--- src/rtl/lsu_pkg.sv ---
package lsu_pkg;
  typedef enum logic [5:0] {
    OP_LOAD = 6'h10,
    OP_STORE = 6'h11,
    OP_LD_LO = 6'h12,
    OP_ST_LO = 6'h13,
    OP_LD_HI = 6'h14,
    OP_ST_HI = 6'h15
  } lsu_op_e;

  typedef struct packed {
    logic legal;
    logic is_load;
    logic mem_wr;
    logic reg_wr;
    logic use_off;
    logic upper;
  } lsu_ctl_t;

  typedef enum logic {S_IDLE, S_LOAD_WAIT} lsu_state_e;
endpackage

--- src/rtl/lsu_decode.sv ---
module lsu_decode
  import lsu_pkg::*;
(
  input  logic [5:0] op_i,
  output lsu_ctl_t   ctl_o
);
  always_comb begin
    ctl_o = '0;
    case (op_i)
      OP_LOAD:  begin ctl_o.legal = 1'b1; ctl_o.is_load = 1'b1; ctl_o.reg_wr = 1'b1; ctl_o.use_off = 1'b1; end
      OP_STORE: begin ctl_o.legal = 1'b1; ctl_o.mem_wr = 1'b1; ctl_o.use_off = 1'b1; end
      OP_LD_LO: begin ctl_o.legal = 1'b1; ctl_o.reg_wr = 1'b1; end
      OP_ST_LO: begin ctl_o.legal = 1'b1; ctl_o.mem_wr = 1'b1; end
      OP_LD_HI: begin ctl_o.legal = 1'b1; ctl_o.reg_wr = 1'b1; ctl_o.upper = 1'b1; end
      OP_ST_HI: begin ctl_o.legal = 1'b1; ctl_o.mem_wr = 1'b1; ctl_o.upper = 1'b1; end
      default:  ctl_o = '0;
    endcase
  end
endmodule

--- src/rtl/lsu_agen.sv ---
module lsu_agen #(
  parameter int DATA_W = 32,
  parameter int ADDR_W = 8,
  parameter int IMM_W  = 16
) (
  input  logic [DATA_W-1:0] a_i,
  input  logic [DATA_W-1:0] b_i,
  input  logic [IMM_W-1:0]  imm_i,
  input  logic              is_load_i,
  input  logic              use_off_i,
  output logic [ADDR_W-1:0] addr_o
);
  localparam int EXT_W = DATA_W - IMM_W;

  logic [DATA_W-1:0] base;
  logic [DATA_W-1:0] offset;
  logic [DATA_W-1:0] sum;
  logic              unused_hi;

  always_comb begin
    base   = is_load_i ? b_i : a_i;
    offset = use_off_i ? {{EXT_W{imm_i[IMM_W-1]}}, imm_i} : '0;
    sum    = base + offset;
  end

  assign addr_o    = sum[ADDR_W-1:0];
  assign unused_hi = ^sum[DATA_W-1:ADDR_W];
endmodule

--- src/rtl/lsu_immgen.sv ---
module lsu_immgen #(
  parameter int DATA_W = 32,
  parameter int IMM_W  = 16
) (
  input  logic [IMM_W-1:0]  imm_i,
  input  logic              upper_i,
  output logic [DATA_W-1:0] val_o
);
  localparam int PAD_W = DATA_W - IMM_W;

  logic [DATA_W-1:0] lo_val;

  assign lo_val = {{PAD_W{1'b0}}, imm_i};
  assign val_o  = upper_i ? (lo_val << IMM_W) : lo_val;
endmodule

--- src/rtl/lsu_seq.sv ---
module lsu_seq
  import lsu_pkg::*;
#(
  parameter int DATA_W = 32
) (
  input  logic              clk,
  input  logic              rst_n,
  input  logic              start_i,
  input  logic              legal_i,
  input  logic              is_load_i,
  input  logic              reg_wr_i,
  input  logic [DATA_W-1:0] imm_val_i,
  input  logic [DATA_W-1:0] rdata_i,
  output logic              accept_o,
  output logic              done_o,
  output logic              wb_en_o,
  output logic [DATA_W-1:0] wb_data_o,
  output logic              illegal_o
);
  logic [1:0]        rst_sync_q;
  logic              core_rst_n;
  lsu_state_e        st_q, st_n;
  logic              done_q, done_n;
  logic              wben_q, wben_n;
  logic              ill_q, ill_n;
  logic              wbd_en;
  logic [DATA_W-1:0] wbd_q, wbd_n;

  // reset: asserted asynchronously, released on the clock
  always_ff @(posedge clk or negedge rst_n) begin
    if (!rst_n) rst_sync_q <= 2'b00;
    else        rst_sync_q <= {rst_sync_q[0], 1'b1};
  end
  assign core_rst_n = rst_sync_q[1];

  assign accept_o = start_i && core_rst_n && (st_q == S_IDLE);

  always_comb begin
    st_n   = st_q;
    done_n = 1'b0;
    wben_n = 1'b0;
    ill_n  = 1'b0;
    wbd_en = 1'b0;
    wbd_n  = rdata_i;
    case (st_q)
      S_IDLE: begin
        if (accept_o) begin
          if (is_load_i) begin
            st_n = S_LOAD_WAIT;
          end else begin
            done_n = 1'b1;
            ill_n  = !legal_i;
            wben_n = reg_wr_i;
            wbd_en = reg_wr_i;
            wbd_n  = imm_val_i;
          end
        end
      end
      S_LOAD_WAIT: begin
        st_n   = S_IDLE;
        done_n = 1'b1;
        wben_n = 1'b1;
        wbd_en = 1'b1;
        wbd_n  = rdata_i;
      end
      default: st_n = S_IDLE;
    endcase
  end

  always_ff @(posedge clk or negedge core_rst_n) begin
    if (!core_rst_n) begin
      st_q   <= S_IDLE;
      done_q <= 1'b0;
      wben_q <= 1'b0;
      ill_q  <= 1'b0;
    end else begin
      st_q   <= st_n;
      done_q <= done_n;
      wben_q <= wben_n;
      ill_q  <= ill_n;
    end
  end

  always_ff @(posedge clk) begin
    if (wbd_en) wbd_q <= wbd_n;
  end

  assign done_o    = done_q;
  assign wb_en_o   = wben_q;
  assign illegal_o = ill_q;
  assign wb_data_o = wbd_q;
endmodule

--- src/rtl/lsu_mem_unit.sv ---
module lsu_mem_unit
  import lsu_pkg::*;
#(
  parameter int DATA_W = 32,
  parameter int ADDR_W = 8,
  parameter int IMM_W  = 16,
  parameter int OP_W   = 6
) (
  input  logic              clk,
  input  logic              rst_n,
  input  logic              start_i,
  input  logic [OP_W-1:0]   op_i,
  input  logic [DATA_W-1:0] a_i,
  input  logic [DATA_W-1:0] b_i,
  input  logic [IMM_W-1:0]  imm_i,
  output logic              mem_req_o,
  output logic              mem_we_o,
  output logic [ADDR_W-1:0] mem_addr_o,
  output logic [DATA_W-1:0] mem_wdata_o,
  input  logic [DATA_W-1:0] mem_rdata_i,
  output logic              done_o,
  output logic              wb_en_o,
  output logic [DATA_W-1:0] wb_data_o,
  output logic              illegal_o
);
  lsu_ctl_t          ctl;
  logic [DATA_W-1:0] imm_val;
  logic              accept;

  lsu_decode u_dec (
    .op_i  (op_i),
    .ctl_o (ctl)
  );

  lsu_agen #(.DATA_W(DATA_W), .ADDR_W(ADDR_W), .IMM_W(IMM_W)) u_agen (
    .a_i       (a_i),
    .b_i       (b_i),
    .imm_i     (imm_i),
    .is_load_i (ctl.is_load),
    .use_off_i (ctl.use_off),
    .addr_o    (mem_addr_o)
  );

  lsu_immgen #(.DATA_W(DATA_W), .IMM_W(IMM_W)) u_imm (
    .imm_i   (imm_i),
    .upper_i (ctl.upper),
    .val_o   (imm_val)
  );

  lsu_seq #(.DATA_W(DATA_W)) u_seq (
    .clk       (clk),
    .rst_n     (rst_n),
    .start_i   (start_i),
    .legal_i   (ctl.legal),
    .is_load_i (ctl.is_load),
    .reg_wr_i  (ctl.reg_wr),
    .imm_val_i (imm_val),
    .rdata_i   (mem_rdata_i),
    .accept_o  (accept),
    .done_o    (done_o),
    .wb_en_o   (wb_en_o),
    .wb_data_o (wb_data_o),
    .illegal_o (illegal_o)
  );

  assign mem_req_o   = accept && ctl.legal && (ctl.is_load || ctl.mem_wr);
  assign mem_we_o    = accept && ctl.legal && ctl.mem_wr;
  assign mem_wdata_o = ctl.use_off ? b_i : imm_val;
endmodule

--- config.mk ---
export PLATFORM = sky130hd
export DESIGN_NAME = lsu_mem_unit
export DESIGN_NICKNAME = d
export VERILOG_FILES = /design/src/rtl/lsu_pkg.sv /design/src/rtl/lsu_decode.sv /design/src/rtl/lsu_agen.sv /design/src/rtl/lsu_immgen.sv /design/src/rtl/lsu_seq.sv /design/src/rtl/lsu_mem_unit.sv
export SDC_FILE = /design/constraint.sdc
export NUM_CORES = 1
export LEC_CHECK = 0
export ABC_AREA = 1
export BUFFER_PORTS_ARGS = -buffer_cell sky130_fd_sc_hd__buf_4
export CORE_MARGIN = 1
export CORE_UTILIZATION = 45
export DETAILED_ROUTE_END_ITERATION = 8
export GPL_ROUTABILITY_DRIVEN = 0
export PLACE_DENSITY = 0.81
export SYNTH_ARGS = -nofsm -noshare
export SYNTH_HDL_FRONTEND = slang
export SYNTH_HIERARCHICAL = 1
export SYNTH_SLANG_ARGS = --single-unit
export TNS_END_PERCENT = 50
--- constraint.sdc ---
create_clock -name clk -period 6.9 [get_ports clk]
set_input_delay 1.38 -clock clk [delete_from_list [all_inputs] [get_ports clk]]
set_output_delay 1.38 -clock clk [all_outputs]
set_load 0.01 [all_outputs]
# == Yosys cells after proc, flatten, opt, wreduce, memory -nomap -nowiden ==
# Cells that the tools add are included.
# totals
regBits,38
inputBits,121
output_inout_bits,77
elab_cells,51
# classes
n_addsub,1
reduce_logical,12
mux,25
n_bitwise,1
eq_ne,6
# op_table
operator,n
32-bit 2-to-1 mux,4
32-bit one-hot mux with 2 select lines,1
"6-bit by 5-bit equality test with 1-bit output, second input constant",6
8-bit 2-to-1 mux,2
1-bit 2-to-1 mux,15
8-bit adder,1
1-bit one-hot mux with 2 select lines,3
3-bit OR reduction,2
6-bit OR reduction,1
1-bit logical AND,5
2-bit OR reduction,2
1-bit zero test,1
1-bit logical OR,1
1-bit NOT,1

# == Logic depth before layout (Yosys ltp) ==
# Gate-level depths: netlist of the first run.
# logic_depth
word_depth,7
mapped_depth,18
mapped_depth_nobuf,17

# == Cells and area by module ==
# Netlist of the first run, hierarchy kept.
# by_module_without_submodules
mod,seq_area_each_um2,n_inst,cells_per_inst,area_per_inst_um2
lsu_seq,1111.1,1,255,2015.7
lsu_agen,0.0,1,102,528.0
lsu_mem_unit,0.0,1,109,510.5
lsu_immgen,0.0,1,67,270.3
lsu_decode,0.0,1,27,123.9

# == Least setup slack after synthesis of the first run ==
# No wires, ideal clock.
# synth_timing
path_type,input to output
from,in op_i[4]
to,out mem_addr_o[4]
path_buffers,1
slack_ps,2483
required_ps,5520
stages,15
arrival_time_ps,3037
path_cell_list,inv_1 -> nor2_2 -> nand3_2 -> inv_1 -> buf_6 -> nand2_1 -> nand2_1 -> ha_1 -> inv_1 -> fa_1 -> inv_1 -> nand2_1 -> nand2_1 -> nand2_1 -> xnor2_1
# synth_rtl
element,line_no,rtl
start: declaration,lsu_mem_unit.sv:12,"input logic [OP_W-1:0] op_i,"
end: declaration,lsu_mem_unit.sv:18,"output logic [ADDR_W-1:0] mem_addr_o,"

==> metrics.txt, run 1 <==
# TYPE chip_impl_metric gauge
chip_impl_metric{name="routed_wire_length_per_instance",unit="µm"} 13.2
chip_impl_metric{name="grt_max_degree",unit=""} 42
chip_impl_metric{name="finalNetCount",unit=""} 846
chip_impl_metric{name="overflow",unit=""} 0
chip_impl_metric{name="design_area",unit="mm²"} 0.00473
chip_impl_metric{name="n_antenna_cell",unit=""} 0
chip_impl_metric{name="io-pin-count",unit=""} 198
chip_impl_metric{name="worst_slew_pin_slew",unit="ns"} 1.09
chip_impl_metric{name="fillerInstances",unit=""} 687
chip_impl_metric{name="detail_route.first_pass.iterations",unit=""} 5
chip_impl_metric{name="slew_violations",unit=""} 0
chip_impl_metric{name="cp.required",unit="ns"} 5.52
chip_impl_metric{name="post_synth_cell_types",unit=""} 33
chip_impl_metric{name="layout-area-overhead-vs-synth",unit="%"} 37.0
chip_impl_metric{name="yosys_register_bits",unit=""} 38
chip_impl_metric{name="finClkSkew",unit="ns"} 0.00315
chip_impl_metric{name="setup_viol",unit=""} 0
chip_impl_metric{name="detailedPlacementHpwl",unit="mm"} 8.07
chip_impl_metric{name="fmaxAchievable",unit="MHz"} 186
chip_impl_metric{name="worst_setup_hold_path_clk_slew",unit="ns"} 0.07
chip_impl_metric{name="routed_wirelength",unit="mm"} 10.8
chip_impl_metric{name="drcViolationCount",unit=""} 0
chip_impl_metric{name="postSynthNetCount",unit=""} 689
chip_impl_metric{name="hold_bufs_inserted_after_cts",unit=""} 0
chip_impl_info{name="root_buffer_master",value="sky130_fd_sc_hd__clkbuf_8"} 1
chip_impl_metric{name="final_hold_viol_count",unit=""} 0
chip_impl_metric{name="floorplan.die.width",unit="µm"} 89.5
chip_impl_metric{name="core_area",unit="mm²"} 0.00733
chip_impl_info{name="outcome",value="complete, no violations"} 1
chip_impl_metric{name="wire_length_of_the_first_global_routing_pass",unit="mm"} 16.4
chip_impl_metric{name="cts.sinks",unit=""} 38
chip_impl_metric{name="critPathMaxFanout",unit=""} 41
chip_impl_metric{name="antenna_violations_before_repair",unit=""} 0
chip_impl_info{name="start_kind",value="input port"} 1
chip_impl_metric{name="synth_sequential_area_ratio",unit="%"} 32.2
chip_impl_metric{name="synth_cells",unit=""} 560
chip_impl_metric{name="grt.total_usage",unit="%"} 26.7
chip_impl_metric{name="final_clock_period_utilization_by_the_worst_path",unit="%"} 77.8
chip_impl_metric{name="clock_tree.htree_level_count",unit=""} 2
chip_impl_info{name="critical_path.cell_chain",value="buf_4 -> nor2_2 -> nand3_1 -> nand2_2 -> nand2_1 -> inv_1 -> ha_1 -> inv_1 -> fa_1 -> inv_1 -> nand2_1 -> nand2_1 -> nand3b_1 -> nand2_1 -> nand2_1 -> nand2_1 -> buf_4"} 1
chip_impl_metric{name="clock_insertion_delay_worst_skew",unit="ns"} 0.28
chip_impl_info{name="critical_path.slowest_cell",value="sky130_fd_sc_hd__nand2_2"} 1
chip_impl_metric{name="pwr_cell_area",unit="mW/mm²"} 117
chip_impl_metric{name="port_buffers",unit=""} 173
chip_impl_metric{name="worst_ir_drop_on_vdd",unit="mV"} 0.0622
chip_impl_metric{name="vias",unit=""} 3957
chip_impl_metric{name="post_dp_cell_area",unit="mm²"} 0.00465
chip_impl_metric{name="design.die.area",unit="mm²"} 0.00802
chip_impl_metric{name="slew-limit-headroom",unit="%"} 26.8
chip_impl_metric{name="synthesized_area_divided_by_synthesized_cell_count",unit="µm²"} 6.16
chip_impl_metric{name="postCtsResizedCells",unit=""} 0
chip_impl_info{name="cts_tree",value="done"} 1
chip_impl_metric{name="tmin_final",unit="ns"} 5.37
chip_impl_info{name="min_path_type",value="reg -> async"} 1
chip_impl_metric{name="area_taken_by_flip_flops_and_latches",unit="mm²"} 0.00111
chip_impl_metric{name="timing.max_cap.violations",unit=""} 0
chip_impl_metric{name="p_leak",unit="µW"} 0.00286
chip_impl_info{name="crit_path_frequent_cell",value="sky130_fd_sc_hd__nand2_1"} 1
chip_impl_metric{name="critPathMaxStageDelay",unit="ns"} 0.66
chip_impl_metric{name="post_detailed_route_count_of_antenna_violating_nets",unit=""} 0
chip_impl_metric{name="rows",unit=""} 31
chip_impl_metric{name="die_h",unit="µm"} 89.5
chip_impl_info{name="setup.worst_path.end_class",value="output port"} 1
chip_impl_metric{name="cp_data_arrival_time",unit="ns"} 3.99
chip_impl_metric{name="cts_made_buffers",unit=""} 5
chip_impl_info{name="critPathKind",value="in -> out"} 1
chip_impl_metric{name="yosysWarningCount",unit=""} 6
chip_impl_metric{name="postCtsSetupBuffers",unit=""} 0
chip_impl_metric{name="timing.setup.tns",unit="ns"} 0
chip_impl_metric{name="initial_utilization",unit="%"} 47.0
chip_impl_metric{name="reg2reg_depth",unit=""} 2
chip_impl_metric{name="grt_pass1_vias",unit=""} 3615
chip_impl_metric{name="post_route_cells_drive_above_1_share",unit="%"} 28.8
chip_impl_info{name="grt_setup_unrepaired",value="false"} 1
chip_impl_metric{name="ctsLongestPathBuffers",unit=""} 2
chip_impl_metric{name="detail_route.vias_per_cell",unit=""} 4.84
chip_impl_metric{name="initialDrtViolationCount",unit=""} 202
chip_impl_metric{name="synth_area",unit="mm²"} 0.00345
chip_impl_metric{name="combined_area_of_the_multi_input_logic_cells",unit="mm²"} 0.00185
flip-flops by register name, indices dropped and copies added (netlist names):
register and flops:
u_seq/illegal_o 1, u_seq/rst_sync_q 2, u_seq/wb_data_o 32, u_seq/st_q 1, u_seq/done_o 1, u_seq/wb_en_o 1
metrics by stage:
stage	util (%)	hold WS, ns	total power, µW	setup slack (ns)	cells
final	64.5	0.109	553	1.53	817
after global routing	64.5	0.141	579	1.34	817
after CTS	64.5	0.122	554	1.56	817
after detailed placement	63.4	0.114	411	1.57	809
after global placement	63.4	0.101	407	1.69	809
after floorplan	-	0.0750	331	2.48	560
critical path, delay by kind of cell:
family / cells / cell delay (ns)
adder cells (fa/ha/maj): 2 / 0.58
buffers and inverters: 5 / 0.46
AND/OR/NAND/NOR: 10 / 1.56
final cells by class:
cell class / instances / area share (%)
timing repair buffer: 175 / 27.8
sequential: 38 / 23.5
clock buffer: 5 / 1.46
tap: 99 / 2.62
clock inverter: 3 / 0.238
inverter: 63 / 5.32
multi-input combinational: 434 / 39.1
cells by family after synthesis:
logic type / synth area share [%]
xor+xnor: 0.762
flops: 32.2
buf+inv: 14.8
fa+ha+maj: 3.12
other cells: 0.109
simple gates: 48.1
compound gates: 0.834
where the power goes:
group          switching (µW)  internal [µW]  total, µW
logic                    76.5           75.2        152
registers                1.50            253        255
clock network            79.2           67.6        147
total                     157            396        553
Yosys cell counts:
master / number / area, µm²
sky130_fd_sc_hd__buf_2: 2 / 10.0
sky130_fd_sc_hd__o21ai_0: 1 / 5.00
sky130_fd_sc_hd__nor3b_1: 1 / 7.51
sky130_fd_sc_hd__nor2_1: 27 / 101
sky130_fd_sc_hd__conb_1: 1 / 3.75
sky130_fd_sc_hd__nor2_4: 1 / 11.3
sky130_fd_sc_hd__xnor2_1: 3 / 26.3
sky130_fd_sc_hd__nand2_1: 355 / 1330
sky130_fd_sc_hd__clkbuf_8: 3 / 41.3
sky130_fd_sc_hd__nand3b_1: 2 / 15.0
sky130_fd_sc_hd__inv_6: 1 / 8.76
sky130_fd_sc_hd__nand3_2: 2 / 20.0
sky130_fd_sc_hd__edfxtp_1: 32 / 961
sky130_fd_sc_hd__o21ai_2: 1 / 8.76
sky130_fd_sc_hd__fa_1: 1 / 20.0
sky130_fd_sc_hd__nand2_2: 11 / 68.8
sky130_fd_sc_hd__o21ai_1: 1 / 5.00
sky130_fd_sc_hd__nand3_1: 10 / 50.1
sky130_fd_sc_hd__nor3_1: 1 / 5.00
sky130_fd_sc_hd__inv_8: 1 / 11.3
sky130_fd_sc_hd__a21oi_1: 2 / 10.0
sky130_fd_sc_hd__inv_1: 58 / 218
sky130_fd_sc_hd__nor2_2: 2 / 12.5
sky130_fd_sc_hd__buf_4: 7 / 52.6
sky130_fd_sc_hd__or2_2: 1 / 6.26
sky130_fd_sc_hd__nand2_4: 1 / 11.3
sky130_fd_sc_hd__buf_12: 1 / 20.0
sky130_fd_sc_hd__or2_1: 3 / 18.8
sky130_fd_sc_hd__inv_4: 1 / 6.26
sky130_fd_sc_hd__dfrtp_1: 6 / 150
sky130_fd_sc_hd__ha_1: 7 / 87.6
sky130_fd_sc_hd__inv_2: 2 / 7.51
sky130_fd_sc_hd__buf_6: 12 / 135
layout by cell type, fill, tap and decap left out:
cell type,netlist,layout
sky130_fd_sc_hd__o21ai_4,0,1
sky130_fd_sc_hd__nand2_4,1,1
sky130_fd_sc_hd__o21ai_2,1,1
sky130_fd_sc_hd__ha_1,7,7
sky130_fd_sc_hd__inv_4,1,1
sky130_fd_sc_hd__nand3b_1,2,2
sky130_fd_sc_hd__o21ai_0,1,1
sky130_fd_sc_hd__xnor2_1,3,3
sky130_fd_sc_hd__nor2_4,1,1
sky130_fd_sc_hd__nor3_2,0,1
sky130_fd_sc_hd__nor3b_1,1,1
sky130_fd_sc_hd__clkinv_1,0,4
sky130_fd_sc_hd__dfrtp_1,6,6
sky130_fd_sc_hd__inv_2,2,2
sky130_fd_sc_hd__nor2_1,27,27
sky130_fd_sc_hd__inv_1,58,57
sky130_fd_sc_hd__nand3_1,10,10
sky130_fd_sc_hd__buf_4,7,175
sky130_fd_sc_hd__or2_1,3,3
sky130_fd_sc_hd__inv_8,1,1
sky130_fd_sc_hd__clkbuf_8,3,5
sky130_fd_sc_hd__nand2_1,355,354
sky130_fd_sc_hd__edfxtp_1,32,32
sky130_fd_sc_hd__a21oi_1,2,2
sky130_fd_sc_hd__inv_6,1,1
sky130_fd_sc_hd__nand3_2,2,2
sky130_fd_sc_hd__fa_1,1,1
sky130_fd_sc_hd__conb_1,1,1
sky130_fd_sc_hd__or2_2,1,1
sky130_fd_sc_hd__nor2_2,2,2
sky130_fd_sc_hd__nand2_2,11,12
worst paths after layout:
check | startpoint | endpoint | slack (ns)
min reg2reg | u_seq/rst_sync_q[1] | u_seq/wb_en_o | 0.11
max in group asynchronous | rst_n | u_seq/rst_sync_q[1] | 5.96
min in group clk | u_seq/rst_sync_q[0] | u_seq/rst_sync_q[1] | 0.36
min | u_seq/rst_sync_q[1] | u_seq/wb_en_o | 0.11
max reg2reg | u_seq/rst_sync_q[1] | u_seq/wb_data_o[6] | 4.97
max | op_i[5] | mem_addr_o[6] | 1.53
layer usage:
layer  share of wire (%)  vias up  track usage (%)
li1                    -     1975                -
met1                  40     1754             32.0
met2                  50      201             49.8
met3                 7.6       27             2.31
met4                 2.4        0             8.80
met5                   0        -                0
Note: power is estimated with default switching activity, not from simulation.
==> run 2: changes to the inputs <==
- ABC_AREA: 1 -> 0
- CORE_UTILIZATION: 45 -> 43
- clock period: 6.9 -> 5.5 ns (I/O delays scaled with it)
==> run 2 against run 1 <==
Sequential share of layout area rose by 1.8 points. First-iteration DRC count shrank 66%. Design area is 7.0% lower. Global-route usage decreased by 5.9 points. Sequential power is 25% higher. Die area decreased by 9.4%. Non-clock buffer count is 6 higher. Core utilization up 2.8 points. Largest power group unchanged. Largest cell class unchanged. Sequential cell count did not move.
==> metrics.txt, run 2 <==
# TYPE chip_impl_metric gauge
chip_impl_metric{name="tmin_final",unit="ns"} 5.06
chip_impl_metric{name="antenna_violations_before_repair",unit=""} 0
chip_impl_metric{name="worst_setup_hold_path_clk_slew",unit="ns"} 0.08
chip_impl_metric{name="fraction_of_the_core_area_covered_by_cells_at_the_end_of_the_flow",unit="%"} 67.3
chip_impl_metric{name="grt_pass1_vias",unit=""} 2361
chip_impl_metric{name="postCtsSetupBuffers",unit=""} 0
chip_impl_info{name="grt_setup_unrepaired",value="false"} 1
chip_impl_metric{name="ff2ff_setup_slack",unit="ns"} 2.88
chip_impl_info{name="r2r_start",value="u_seq/rst_sync_q[1]"} 1
chip_impl_metric{name="n_antenna_cell",unit=""} 0
chip_impl_metric{name="netSwitchingPower",unit="µW"} 161
chip_impl_metric{name="fmaxAchievable",unit="MHz"} 198
chip_impl_info{name="mostFrequentLayoutCells",value="sky130_fd_sc_hd__buf_4 (181), sky130_fd_sc_hd__mux2_4 (60), sky130_fd_sc_hd__edfxtp_1 (32)"} 1
chip_impl_metric{name="setup_viol",unit=""} 0
chip_impl_metric{name="slew_violations",unit=""} 0
chip_impl_metric{name="pwr_cell_area",unit="mW/mm²"} 159
chip_impl_metric{name="initial_utilization",unit="%"} 45.6
chip_impl_metric{name="hold_bufs_inserted_after_cts",unit=""} 0
chip_impl_info{name="synth-main-ff-cell",value="sky130_fd_sc_hd__edfxtp_1"} 1
chip_impl_info{name="synth.top_cells.by_count",value="sky130_fd_sc_hd__mux2_4 (60), sky130_fd_sc_hd__edfxtp_1 (32), sky130_fd_sc_hd__and2_1 (22)"} 1
chip_impl_metric{name="detail_route.first_pass.iterations",unit=""} 4
chip_impl_metric{name="wire_length_of_the_first_global_routing_pass",unit="mm"} 11.7
chip_impl_metric{name="die_h",unit="µm"} 85.2
chip_impl_info{name="critPathKind",value="in -> out"} 1
chip_impl_metric{name="power.share.clock",unit="%"} 28.1
chip_impl_metric{name="async_flop_share",unit="%"} 15.8
chip_impl_metric{name="yosysWarningCount",unit=""} 6
chip_impl_metric{name="finalNetCount",unit=""} 525
chip_impl_info{name="synth_top_cells_by_area",value="sky130_fd_sc_hd__edfxtp_1 (32%), sky130_fd_sc_hd__mux2_4 (30%), sky130_fd_sc_hd__dfrtp_1 (5.0%), sky130_fd_sc_hd__and2_1 (4.6%), sky130_fd_sc_hd__buf_12 (4.0%)"} 1
chip_impl_metric{name="pwr-share-seq",unit="%"} 45.8
chip_impl_info{name="cell_with_the_most_instances_after_synthesis",value="sky130_fd_sc_hd__mux2_4"} 1
chip_impl_metric{name="initialDrtViolationCount",unit=""} 69
chip_impl_info{name="outcome",value="complete, no violations"} 1
chip_impl_metric{name="routed_wirelength",unit="mm"} 7.69
chip_impl_metric{name="postSynthNetCount",unit=""} 350
chip_impl_metric{name="io-pin-count",unit=""} 198
chip_impl_info{name="timing.critical_path.max_delay_family",value="simple AND/OR/NAND/NOR gates"} 1
chip_impl_metric{name="fin_cells",unit=""} 474
chip_impl_info{name="root_buffer_master",value="sky130_fd_sc_hd__clkbuf_8"} 1
chip_impl_metric{name="synthesized_area_divided_by_synthesized_cell_count",unit="µm²"} 13.5
chip_impl_metric{name="power_frac_comb",unit="%"} 26.1
chip_impl_metric{name="synth_area",unit="mm²"} 0.00298
chip_impl_metric{name="final_clock_period_utilization_by_the_worst_path",unit="%"} 92.0
chip_impl_metric{name="overflow",unit=""} 0
chip_impl_metric{name="timing.max_cap.violations",unit=""} 0
chip_impl_metric{name="synth_sequential_area_ratio",unit="%"} 37.3
chip_impl_metric{name="grt.total_usage",unit="%"} 20.8
chip_impl_metric{name="final_hold_viol_count",unit=""} 0
chip_impl_metric{name="ctsLongestPathBuffers",unit=""} 2
chip_impl_metric{name="p_leak",unit="µW"} 0.00211
chip_impl_metric{name="vias",unit=""} 2370
chip_impl_metric{name="cts_made_buffers",unit=""} 5
chip_impl_metric{name="port_buffers",unit=""} 173
chip_impl_metric{name="worst_slew_pin_slew",unit="ns"} 1.03
chip_impl_metric{name="design.die.area",unit="mm²"} 0.00727
chip_impl_metric{name="netSwitchingFraction",unit="%"} 23.0
chip_impl_metric{name="largest_register_ffs",unit=""} 32
chip_impl_info{name="final_common_cell",value="sky130_fd_sc_hd__buf_4"} 1
chip_impl_metric{name="post_synth_cell_types",unit=""} 43
chip_impl_metric{name="grt_max_degree",unit=""} 34
chip_impl_metric{name="holdWs",unit="ns"} 0.113
chip_impl_metric{name="cts.sinks",unit=""} 38
chip_impl_metric{name="p_int",unit="µW"} 537
chip_impl_info{name="reg_to_reg_critical_path_endpoint",value="u_seq/wb_data_o[5]"} 1
chip_impl_metric{name="synth_edf_count",unit=""} 32
chip_impl_info{name="critical_path.cell_chain",value="buf_4 -> or3b_1 -> nor4_2 -> buf_4 -> mux2_2 -> ha_1 -> nor2b_4 -> o31a_1 -> or4_1 -> nand3_1 -> buf_4"} 1
chip_impl_metric{name="detail_route.vias_per_cell",unit=""} 5.00
chip_impl_metric{name="layout-area-overhead-vs-synth",unit="%"} 47.5
chip_impl_metric{name="timing.setup.tns",unit="ns"} 0
chip_impl_info{name="start_kind",value="input port"} 1
chip_impl_metric{name="slew-limit-headroom",unit="%"} 31.1
chip_impl_metric{name="critPathMaxFanout",unit=""} 7
chip_impl_metric{name="synth_cells",unit=""} 221
chip_impl_info{name="cts_tree",value="done"} 1
chip_impl_metric{name="clock_tree.htree_level_count",unit=""} 2
chip_impl_metric{name="detailedPlacementHpwl",unit="mm"} 6.17
chip_impl_info{name="min_path_type",value="reg -> async"} 1
chip_impl_info{name="synth_area_leader_cell",value="sky130_fd_sc_hd__edfxtp_1"} 1
chip_impl_metric{name="routed_wire_length_per_instance",unit="µm"} 16.2
chip_impl_metric{name="placed_cell_count",unit=""} 466
chip_impl_metric{name="cp_num_buf_inv",unit=""} 3
chip_impl_metric{name="clock_insertion_delay_worst_skew",unit="ns"} 0.29
chip_impl_metric{name="detailedPlace.worstSlack",unit="ns"} 0.456
chip_impl_metric{name="floorplan.die.width",unit="µm"} 85.2
chip_impl_metric{name="core_area",unit="mm²"} 0.00653
chip_impl_metric{name="synth_largest_type_area_fraction",unit="%"} 32.3
chip_impl_metric{name="postCtsResizedCells",unit=""} 0
chip_impl_metric{name="rows",unit=""} 29
chip_impl_info{name="setup.worst_path.end_class",value="output port"} 1
chip_impl_info{name="critical_path.slowest_cell",value="sky130_fd_sc_hd__or3b_1"} 1
chip_impl_info{name="crit_path_frequent_cell",value="sky130_fd_sc_hd__buf_4"} 1
chip_impl_metric{name="finClkSkew",unit="ns"} 0.00744
chip_impl_metric{name="reg2reg_depth",unit=""} 3
chip_impl_metric{name="critPathMaxStageDelay",unit="ns"} 0.49
chip_impl_metric{name="cp.required",unit="ns"} 4.40
chip_impl_metric{name="worst_ir_drop_on_vdd",unit="mV"} 0.0880
chip_impl_metric{name="yosys_register_bits",unit=""} 38
chip_impl_metric{name="post_detailed_route_count_of_antenna_violating_nets",unit=""} 0
chip_impl_metric{name="cp_data_arrival_time",unit="ns"} 3.96
chip_impl_metric{name="drcViolationCount",unit=""} 0
chip_impl_metric{name="post_route_cells_drive_above_1_share",unit="%"} 66.5
chip_impl_metric{name="setup_ws",unit="ns"} 0.438
-- run 2: changes by cell type after synthesis, sizes merged, moves of 9 or more --
cell   change
nor2      -28
nand2    -363
nor2b     +16
inv       -56
buf       -10
nand3      -9
and2      +22
mux2      +70
-- run 2: final cells by class --
type / instances / area [µm²]
Fill cell: 527 / 2140
Multi-Input combinational cell: 163 / 1710
Timing Repair Buffer: 181 / 1360
Sequential cell: 38 / 1110
Tap cell: 77 / 96.3
Clock buffer: 7 / 86.3
Inverter: 7 / 26.3
Clock inverter: 1 / 5.00
-- run 2: logic make-up (layout without fill, tap and decap cells) --
group,count (synthesis),count (layout),synth area share [%]
XOR/XNOR,5,5,1.47
AND/OR/NAND/NOR,60,60,12.5
flip-flops,38,38,37.3
buffers and inverters,20,196,6.38
AO/OA/AOI/OAI,17,17,3.91
adder cells (fa/ha/maj),8,8,3.61
multiplexers,72,72,34.7
other,1,1,0.126
-- run 2: how the worst max path moves through the flow --
| stage | endpoint | slack (ns) | startpoint | cells past startpoint |
|---|---|---|---|---|
| after floorplan | mem_addr_o[6] | 0.37 | op_i[5] | 12 |
| after global placement | mem_addr_o[6] | 0.50 | op_i[5] | 11 |
| after detailed placement | mem_addr_o[6] | 0.46 | op_i[5] | 11 |
| after CTS | mem_addr_o[6] | 0.44 | op_i[5] | 11 |
| after global routing | mem_addr_o[6] | 0.32 | op_i[5] | 11 |
| final | mem_addr_o[6] | 0.44 | op_i[5] | 11 |
-- run 2: power by group through the flow --
stage,clock network (µW),logic (µW),registers (µW)
finish,196,182,319
global route,216,194,320
CTS,203,183,319
detailed placement,0,182,326
global placement,0,178,326
floorplan,0,93.6,327
-- run 2: through the flow --
stage                     power (µW)  area (µm²)
after floorplan                  420        2980
after global placement           503        4300
after detailed placement         508        4300
after CTS                        706        4390
after global routing             730        4390
final                            698        4390
-- run 2: per-layer routing --
| layer | up-vias | GRT usage, % | part of all wire, % |
|---|---|---|---|
| met5 | - | 0 | 0 |
| met4 | 0 | 6.16 | 1.1 |
| met3 | 7 | 3.31 | 5.3 |
| met2 | 93 | 40.0 | 55 |
| met1 | 1113 | 23.4 | 39 |
| li1 | 1157 | - | - |
==> run 3: changes to the inputs <==
- PLACE_DENSITY: 0.81 -> 0.82
==> run 3 against run 2 <==
Sequential cell count did not move. Global-route usage barely moved. Count of clock-buffer cells in the layout did not move. Core utilization did not move. Critical path type unchanged. First-iteration DRC count did not move. Worst hold slack got worse by 0.0088 ns. Clock power barely moved.
==> metrics.txt, run 3 (synthesized netlist as in run 2, its figures left out) <==
# TYPE chip_impl_metric gauge
chip_impl_info{name="outcome",value="complete, no violations"} 1
chip_impl_metric{name="timing.max_cap.violations",unit=""} 0
chip_impl_metric{name="rows",unit=""} 29
chip_impl_metric{name="grt_max_degree",unit=""} 34
chip_impl_metric{name="worst_setup_hold_path_clk_slew",unit="ns"} 0.08
chip_impl_metric{name="design.die.area",unit="mm²"} 0.00727
chip_impl_info{name="setup.worst_path.end_class",value="output port"} 1
chip_impl_metric{name="finClkSkew",unit="ns"} 0.00587
chip_impl_metric{name="post_detailed_route_count_of_antenna_violating_nets",unit=""} 0
chip_impl_metric{name="netSwitchingFraction",unit="%"} 22.7
chip_impl_metric{name="detailedPlacementHpwl",unit="mm"} 6.12
chip_impl_metric{name="die_h",unit="µm"} 85.2
chip_impl_metric{name="pwr-share-seq",unit="%"} 45.9
chip_impl_metric{name="tmin_final",unit="ns"} 5.03
chip_impl_metric{name="routed_wire_length_per_instance",unit="µm"} 15.8
chip_impl_info{name="grt_setup_unrepaired",value="false"} 1
chip_impl_metric{name="pwr_cell_area",unit="mW/mm²"} 158
chip_impl_metric{name="netSwitchingPower",unit="µW"} 158
chip_impl_info{name="start_kind",value="input port"} 1
chip_impl_metric{name="io-pin-count",unit=""} 198
chip_impl_metric{name="placed_cell_count",unit=""} 466
chip_impl_metric{name="clock_insertion_delay_worst_skew",unit="ns"} 0.28
chip_impl_metric{name="reg2reg_depth",unit=""} 3
chip_impl_metric{name="post_route_cells_drive_above_1_share",unit="%"} 66.5
chip_impl_metric{name="n_antenna_cell",unit=""} 0
chip_impl_metric{name="cp.required",unit="ns"} 4.40
chip_impl_metric{name="cts.sinks",unit=""} 38
chip_impl_metric{name="final_hold_viol_count",unit=""} 0
chip_impl_metric{name="detail_route.first_pass.iterations",unit=""} 4
chip_impl_metric{name="worst_ir_drop_on_vdd",unit="mV"} 0.0803
chip_impl_metric{name="postCtsResizedCells",unit=""} 0
chip_impl_metric{name="ff2ff_setup_slack",unit="ns"} 3.56
chip_impl_metric{name="hold_bufs_inserted_after_cts",unit=""} 0
chip_impl_info{name="mostFrequentLayoutCells",value="sky130_fd_sc_hd__buf_4 (181), sky130_fd_sc_hd__mux2_4 (60), sky130_fd_sc_hd__edfxtp_1 (32)"} 1
chip_impl_metric{name="initialDrtViolationCount",unit=""} 69
chip_impl_metric{name="critPathMaxFanout",unit=""} 7
chip_impl_metric{name="grt_pass1_vias",unit=""} 2448
chip_impl_metric{name="setup_viol",unit=""} 0
chip_impl_metric{name="ctsLongestPathBuffers",unit=""} 2
chip_impl_metric{name="routed_wirelength",unit="mm"} 7.49
chip_impl_metric{name="core_area",unit="mm²"} 0.00653
chip_impl_metric{name="p_int",unit="µW"} 537
chip_impl_metric{name="detail_route.vias_per_cell",unit=""} 4.90
chip_impl_metric{name="antenna_violations_before_repair",unit=""} 0
chip_impl_info{name="final_common_cell",value="sky130_fd_sc_hd__buf_4"} 1
chip_impl_metric{name="fraction_of_the_core_area_covered_by_cells_at_the_end_of_the_flow",unit="%"} 67.3
chip_impl_metric{name="worst_slew_pin_slew",unit="ns"} 0.841
chip_impl_info{name="root_buffer_master",value="sky130_fd_sc_hd__clkbuf_8"} 1
chip_impl_info{name="critical_path.endpoint",value="mem_addr_o[6]"} 1
chip_impl_metric{name="postCtsSetupBuffers",unit=""} 0
chip_impl_metric{name="drcViolationCount",unit=""} 0
chip_impl_metric{name="fin_cells",unit=""} 474
chip_impl_metric{name="vias",unit=""} 2321
chip_impl_info{name="min_path_type",value="reg -> async"} 1
chip_impl_metric{name="cts_made_buffers",unit=""} 5
chip_impl_metric{name="floorplan.die.width",unit="µm"} 85.2
chip_impl_info{name="reg_to_reg_critical_path_endpoint",value="u_seq/wb_data_o[10]"} 1
chip_impl_metric{name="wire_length_of_the_first_global_routing_pass",unit="mm"} 11.8
chip_impl_metric{name="power_frac_comb",unit="%"} 26.1
chip_impl_metric{name="grt.total_usage",unit="%"} 20.8
chip_impl_metric{name="layout-area-overhead-vs-synth",unit="%"} 47.5
chip_impl_metric{name="power.share.clock",unit="%"} 28.0
chip_impl_metric{name="cp_data_arrival_time",unit="ns"} 3.93
chip_impl_metric{name="slew_violations",unit=""} 0
chip_impl_metric{name="p_leak",unit="µW"} 0.00211
chip_impl_info{name="worst_setup_path_startpoint",value="op_i[5]"} 1
chip_impl_metric{name="initial_utilization",unit="%"} 45.6
chip_impl_metric{name="overflow",unit=""} 0
chip_impl_metric{name="clock_tree.htree_level_count",unit=""} 2
chip_impl_metric{name="timing.setup.tns",unit="ns"} 0
chip_impl_metric{name="fmaxAchievable",unit="MHz"} 199
chip_impl_info{name="cts_tree",value="done"} 1
chip_impl_metric{name="slew-limit-headroom",unit="%"} 43.7
chip_impl_metric{name="largest_register_ffs",unit=""} 32
chip_impl_info{name="r2r_start",value="u_seq/rst_sync_q[1]"} 1
chip_impl_metric{name="finalNetCount",unit=""} 525
chip_impl_metric{name="final_clock_period_utilization_by_the_worst_path",unit="%"} 91.4
chip_impl_info{name="critPathKind",value="in -> out"} 1
chip_impl_metric{name="port_buffers",unit=""} 173
-- run 3: cell counts in the layout (fill, tap and decap cells not counted) --
Identical to the previous run, type by type.
-- run 3: how the worst min path moves through the flow --
stage | cells past startpoint | startpoint | slack, ns | to
3_3_place_gp | 0 | u_seq/rst_sync_q[1] | 0.09 | u_seq/wb_en_o
3_5_place_dp | 0 | u_seq/rst_sync_q[1] | 0.11 | u_seq/wb_en_o
4_1_cts | 0 | u_seq/rst_sync_q[1] | 0.10 | u_seq/done_o
2_1_floorplan | 0 | u_seq/rst_sync_q[1] | 0.06 | u_seq/done_o
6_report | 0 | u_seq/rst_sync_q[1] | 0.10 | u_seq/st_q
5_1_grt | 0 | u_seq/rst_sync_q[1] | 0.13 | u_seq/illegal_o
-- run 3: metal layers --
layer | vias to the layer above | track usage [%] | wire (µm) | part of all wire (%)
met5 | - | 0 | 0 | 0
met4 | 0 | 7.24 | 102 | 1.4
met3 | 8 | 3.21 | 423 | 5.6
met2 | 92 | 40.6 | 4180 | 56
met1 | 1066 | 22.6 | 2790 | 37
li1 | 1155 | - | - | -
-- run 3: critical path, stage by stage --
cell and delay [ns]:
sky130_fd_sc_hd__buf_4 0.10, sky130_fd_sc_hd__or3b_1 0.48, sky130_fd_sc_hd__nor4_2 0.28, sky130_fd_sc_hd__buf_4 0.24, sky130_fd_sc_hd__mux2_2 0.35, sky130_fd_sc_hd__ha_1 0.33
sky130_fd_sc_hd__nor2b_4 0.15, sky130_fd_sc_hd__o31a_1 0.27, sky130_fd_sc_hd__or4_1 0.40, sky130_fd_sc_hd__nand3_1 0.10, sky130_fd_sc_hd__buf_4 0.12
-- run 3: cell type report --
| cell class | instances | area, µm² |
|---|---|---|
| well taps | 77 | 96.3 |
| clock buffers | 7 | 86.3 |
| flip-flops and latches | 38 | 1110 |
| inverters | 7 | 26.3 |
| repair buffers | 181 | 1360 |
| multi-input cells | 163 | 1710 |
| fillers | 499 | 2140 |
| clock inverters | 1 | 5.00 |
-- run 3: power groups by stage --
| stage | combinational (µW) | clock (µW) | sequential, µW |
|---|---|---|---|
| finish | 181 | 194 | 319 |
| global route | 195 | 215 | 320 |
| CTS | 183 | 205 | 319 |
| detailed placement | 182 | 0 | 326 |
| global placement | 178 | 0 | 326 |
| floorplan | 93.6 | 0 | 327 |
-- run 3: per-stage QoR --
stage               area [µm²]  total power [µW]  worst slack, ns  hold WS, ns
CTS                       4390               707            0.472        0.104
floorplan                 2980               420            0.366       0.0644
detailed placement        4300               508            0.478        0.106
global route              4390               729            0.284        0.126
global placement          4300               504            0.500       0.0947
finish                    4390               695            0.472        0.104
